### src/rtl/err_stat_pkg.sv
package err_stat_pkg;
   // Status bit positions for the default seven-source layout
   localparam int unsigned BIT_SUMMARY  = 0;
   localparam int unsigned BIT_QPHASE   = 1;
   localparam int unsigned BIT_ACC49_OF = 2;
   localparam int unsigned BIT_ACC63_OF = 3;
   localparam int unsigned BIT_ADCI_OF  = 4;
   localparam int unsigned BIT_ADCQ_OF  = 5;
   localparam int unsigned BIT_CORI_OF  = 6;
   localparam int unsigned BIT_CORQ_OF  = 7;
   localparam int unsigned DEF_N_SRC    = 7;
endpackage

### src/rtl/err_sticky_bit.sv
module err_sticky_bit (
   input  logic clk,
   input  logic rst_n,
   input  logic set_i,
   input  logic clr_i,
   output logic q_o
);
   // Set wins over clear, so a pulse in the read cycle survives the read
   always_ff @(posedge clk or negedge rst_n) begin
      if (!rst_n)     q_o <= 1'b0;
      else if (set_i) q_o <= 1'b1;
      else if (clr_i) q_o <= 1'b0;
   end
endmodule

### src/rtl/err_irq_drive.sv
module err_irq_drive #(
   parameter int unsigned N = 7
) (
   input  logic         clk,
   input  logic         rst_n,
   input  logic [N-1:0] stat_i,
   input  logic [N-1:0] en_i,
   output logic         any_o,
   output logic         irq_n_o
);
   assign any_o = |(stat_i & en_i);

   always_ff @(posedge clk or negedge rst_n) begin
      if (!rst_n) irq_n_o <= 1'b1;
      else        irq_n_o <= ~any_o;
   end
endmodule

### src/rtl/err_stat_reg.sv
module err_stat_reg
   import err_stat_pkg::*;
#(
   parameter int unsigned N_SRC = DEF_N_SRC
) (
   input  logic             clk,
   input  logic             rst_n,
   input  logic [N_SRC-1:0] src_evt,
   input  logic [N_SRC-1:0] mask_i,
   input  logic             rd_stb,
   output logic [N_SRC:0]   rd_data,
   output logic             irq_n
);
   localparam int unsigned W = N_SRC + 1;

   generate
      if (N_SRC < 1 || N_SRC > 31) begin : g_bad_n
         $error("err_stat_reg: N_SRC must lie in 1..31");
      end
   endgenerate

   logic [N_SRC-1:0] stat;
   logic             any_en;

   generate
      for (genvar k = 0; k < N_SRC; k++) begin : g_bit
         err_sticky_bit u_bit (
            .clk   (clk),
            .rst_n (rst_n),
            .set_i (src_evt[k]),
            .clr_i (rd_stb),
            .q_o   (stat[k])
         );

         a_r2_evt_sets: assert property (@(posedge clk) disable iff (!rst_n)
            src_evt[k] |=> rd_data[k+1]);
         a_r3_holds: assert property (@(posedge clk) disable iff (!rst_n)
            (rd_data[k+1] && !rd_stb) |=> rd_data[k+1]);
         a_r4_read_clears: assert property (@(posedge clk) disable iff (!rst_n)
            (rd_stb && !src_evt[k]) |=> !rd_data[k+1]);
      end
   endgenerate

   err_irq_drive #(.N(N_SRC)) u_irq (
      .clk     (clk),
      .rst_n   (rst_n),
      .stat_i  (stat),
      .en_i    (mask_i),
      .any_o   (any_en),
      .irq_n_o (irq_n)
   );

   assign rd_data = {stat, any_en};

   a_r6_masked_quiet: assert property (@(posedge clk) disable iff (!rst_n)
      (mask_i == '0) |-> !rd_data[0]);
   a_r7_irq_low: assert property (@(posedge clk) disable iff (!rst_n)
      rd_data[0] |=> !irq_n);
   a_r7_irq_high: assert property (@(posedge clk) disable iff (!rst_n)
      !rd_data[0] |=> irq_n);
   a_r8_mask_keeps: assert property (@(posedge clk) disable iff (!rst_n)
      (!rd_stb && src_evt == '0) |=> rd_data[W-1:1] == $past(rd_data[W-1:1]));
endmodule

### config.mk
export PLATFORM = sky130hd
export DESIGN_NAME = err_stat_reg
export DESIGN_NICKNAME = d
export VERILOG_FILES = /design/src/rtl/err_stat_pkg.sv /design/src/rtl/err_sticky_bit.sv /design/src/rtl/err_irq_drive.sv /design/src/rtl/err_stat_reg.sv
export SDC_FILE = /design/constraint.sdc
export NUM_CORES = 1
export LEC_CHECK = 0
export CAP_MARGIN = 10
export CORE_AREA = 4 4 41 43
export DETAILED_ROUTE_END_ITERATION = 10
export DIE_AREA = 0 0 45 47
export PLACE_DENSITY = 0.68
export SLEW_MARGIN = 5
export SYNTH_ARGS = -nofsm -noshare
export SYNTH_HDL_FRONTEND = slang
export SYNTH_SLANG_ARGS = --single-unit
### constraint.sdc
create_clock -name clk -period 1.2 [get_ports clk]
set_clock_uncertainty 0.05 [all_clocks]
set_input_delay 0.24 -clock clk [delete_from_list [all_inputs] [get_ports clk]]
set_output_delay 0.24 -clock clk [all_outputs]
set_load 0.02 [all_outputs]
==> impl_metrics.ini, run 1 <==
[outcome]
status = finished with violations
failed_checks = negative setup slack

[pwr]
internal_power_mw = 0.541
swShare = 0.240
leakage_nw = 0.319
power.share.sequential = 0.420
pwr-share-clk = 0.309
switchingPower_mw = 0.171
power.density_nw_per_um2 = 1050
ir_drop_v = 0.000476
combPwrFrac = 0.270

[die]
die_w_um = 45
ioPinCount = 26
die_h_um = 47
core_um2 = 1300
rows = 13
start_util = 0.273
die_area_um2 = 2120

[synth]
syn_area_um2 = 355
netlist_instances = 29
synth_nets = 46
yosysUniqueCellTypes = 10
synth_warnings = 0
postSynthAreaPerCell_um2 = 12.3
synth_seq_area_share = 0.567
yosys_register_bits = 8

[grt]
grt_max_degree = 9
grt_pass1_vias = 327
grt_antenna_before_repair = 0
grt_remaining_overflow = 0
grt_usage = 0.0990
grt_pass1_wl_um = 1350

[run]
cap_violations = 0

[placed_design]
place_congestion = 0.621
hpwl_um = 655
portBuffers = 25
placed_cell_area_um2 = 617

[timing]
min_period_ns = 1.66
rsz0062_at_grt = yes
drv_slew = 0
clock.fmax_mhz = 604
fin_crit_sh = 1.38
hold_viol_final = 0
setup_viol_count_final = 2
worst_slew_margin_rel = 0.746
worst_slack_ns = -0.457
tightest_slew_ns = 0.382

[clock_network]
ctsRootBufferMaster = clkbuf_4
clk_path_buf_depth = 2
clkSinkCount = 8
clock_latency_ns = 0.26
htreeDepth = 1
cts.reportedPaths.clkPinSlew_ns = 0.06
cts_buffers = 3
cts_tree = done

[critical_path]
path_max_fanout = 2
slowest_stage = a222oi_1
cp_cell_sequence = clkdlybuf4s50_1 > a222oi_1 > nand3_1 > buf_4
cp.arrival_ns = 1.37
required_ns = 0.91
path_class = input pin to output pin
cp_slowest_stage_delay_ns = 0.42
cp-end-kind = output pin
crit_buf_inv = 2
path_delay_family = buffers and inverters
critPathLaunchType = input pin

[drt]
wl_per_cell_um = 11.5
drt-initial-drc-count = 2
drc_errors = 0
drt_first_pass_iters = 4
drt_wl_total_um = 841
via_per_inst = 4.32
ant_nets = 0
route.vias.total = 315

[finish]
areaGrowthSynthToFinish_pct = 91.5
n_antenna_cell = 0
layout.nets = 76
layout_common_cells = clkdlybuf4s50_1, buf_6, dfrtp_1, a21o_1
drive_above_1_share = 0.379
final_cell_area_um2 = 681
final_common_cell = clkdlybuf4s50_1
utilization = 0.523

[min_path]
holdCritPathClass = input pin to async pin
==> worst register-to-register path, cell delays in order (launching register included) <==
cell	delay, ns
dfrtp_1	0.38
a222oi_1	0.40
and3_1	0.22
==> timing repair <==
| action | in CTS | in global routing |
|---|---|---|
| pin swaps | 2 | 2 |
| gates resized for setup | 54 | 6 |
| setup endpoints to repair | 9 | 10 |
| hold buffers | 0 | 0 |
| buffers inserted | 1 | 2 |
==> stage by stage <==
step           cells  hold slack, ns  worst slack (ns)  TNS (ns)  power (mW)
6_report          73           0.205            -0.457    -0.549       0.713
2_1_floorplan     29          -0.106           -0.0496   -0.0496       0.379
5_1_grt           73           0.209            -0.592    -0.901       0.765
3_3_place_gp      68           0.497            -0.830     -2.04       0.477
4_1_cts           72           0.209            -0.474    -0.475       0.720
3_5_place_dp      68           0.494            -0.832     -2.07       0.479
==> power groups by stage <==
stage	registers (mW)	clock network, mW	logic [mW]
after global routing	0.302	0.256	0.207
after floorplan	0.305	0	0.0735
after global placement	0.302	0	0.175
final	0.300	0.220	0.192
after detailed placement	0.302	0	0.177
after CTS	0.298	0.236	0.186
==> metal layers <==
| metal | GRT usage | vias up | share of wire |
|---|---|---|---|
| li1 | - | 153 | - |
| met5 | 0 | - | 0 |
| met2 | 0.147 | 17 | 0.52 |
| met3 | 0.0690 | 2 | 0.15 |
| met1 | 0.0915 | 143 | 0.32 |
| met4 | 0.0877 | 0 | 0.012 |
==> worst paths after layout <==
| path | from | to | slack, ns | cells after the start |
|---|---|---|---|---|
| worst max-delay path | mask_i[4] | rd_data[0] | -0.46 | 4 |
| worst min-delay path | rst_n | g_bit[0].u_bit.q_o$_DFFE_PN0P_ | 0.21 | 1 |
| worst max register to register | g_bit[4].u_bit.q_o$_DFFE_PN0P_ | u_irq.irq_n_o$_DFF_PN1_ | 0.08 | 2 |
| worst min register to register | g_bit[6].u_bit.q_o$_DFFE_PN0P_ | g_bit[6].u_bit.q_o$_DFFE_PN0P_ | 0.53 | 2 |
| max in group asynchronous | rst_n | u_irq.irq_n_o$_DFF_PN1_ | 0.58 | 1 |
| min in group clk | src_evt[1] | g_bit[1].u_bit.q_o$_DFFE_PN0P_ | 0.49 | 2 |
==> cells in the mapped netlist <==
cell | number | area, um^2
a22oi_1 | 2 | 15.0
nand3_1 | 1 | 5.00
buf_4 | 8 | 60.1
a21o_2 | 1 | 8.76
and3_1 | 1 | 6.26
a222oi_1 | 1 | 10.0
a21o_1 | 6 | 45.0
inv_1 | 1 | 3.75
dfstp_2 | 1 | 26.3
dfrtp_1 | 7 | 175
==> layout make-up <==
cell class	count	area, um^2
inverters	1	3.75
flip-flops and latches	8	201
fillers	155	621
well taps	15	18.8
clock buffers	4	26.3
repair buffers	33	340
multi-input cells	12	90.1
==> sequential cells by signal, indices dropped and copies added, names as in the netlist <==
| signal | count |
|---|---|
| g_bit.u_bit.q_o | 7 |
| u_irq.irq_n_o | 1 |
==> cell families (layout without fill, tap and decap cells) <==
group,after synthesis,count (layout),synth area share
compound gates,10,10,0.222
buf+inv,9,38,0.180
flops,8,8,0.567
simple gates,2,2,0.0317
(Power assumes the default switching activity.)
==> run 2: changes to the inputs <==
--- a/config.mk
+++ b/config.mk
@@ -10,7 +10,6 @@
 export DETAILED_ROUTE_END_ITERATION = 10
 export DIE_AREA = 0 0 45 47
 export PLACE_DENSITY = 0.68
-export SLEW_MARGIN = 5
 export SYNTH_ARGS = -nofsm -noshare
 export SYNTH_HDL_FRONTEND = slang
 export SYNTH_SLANG_ARGS = --single-unit
==> results of run 2 <==
Final layout, timing and power as in run 1 (identical DEF).
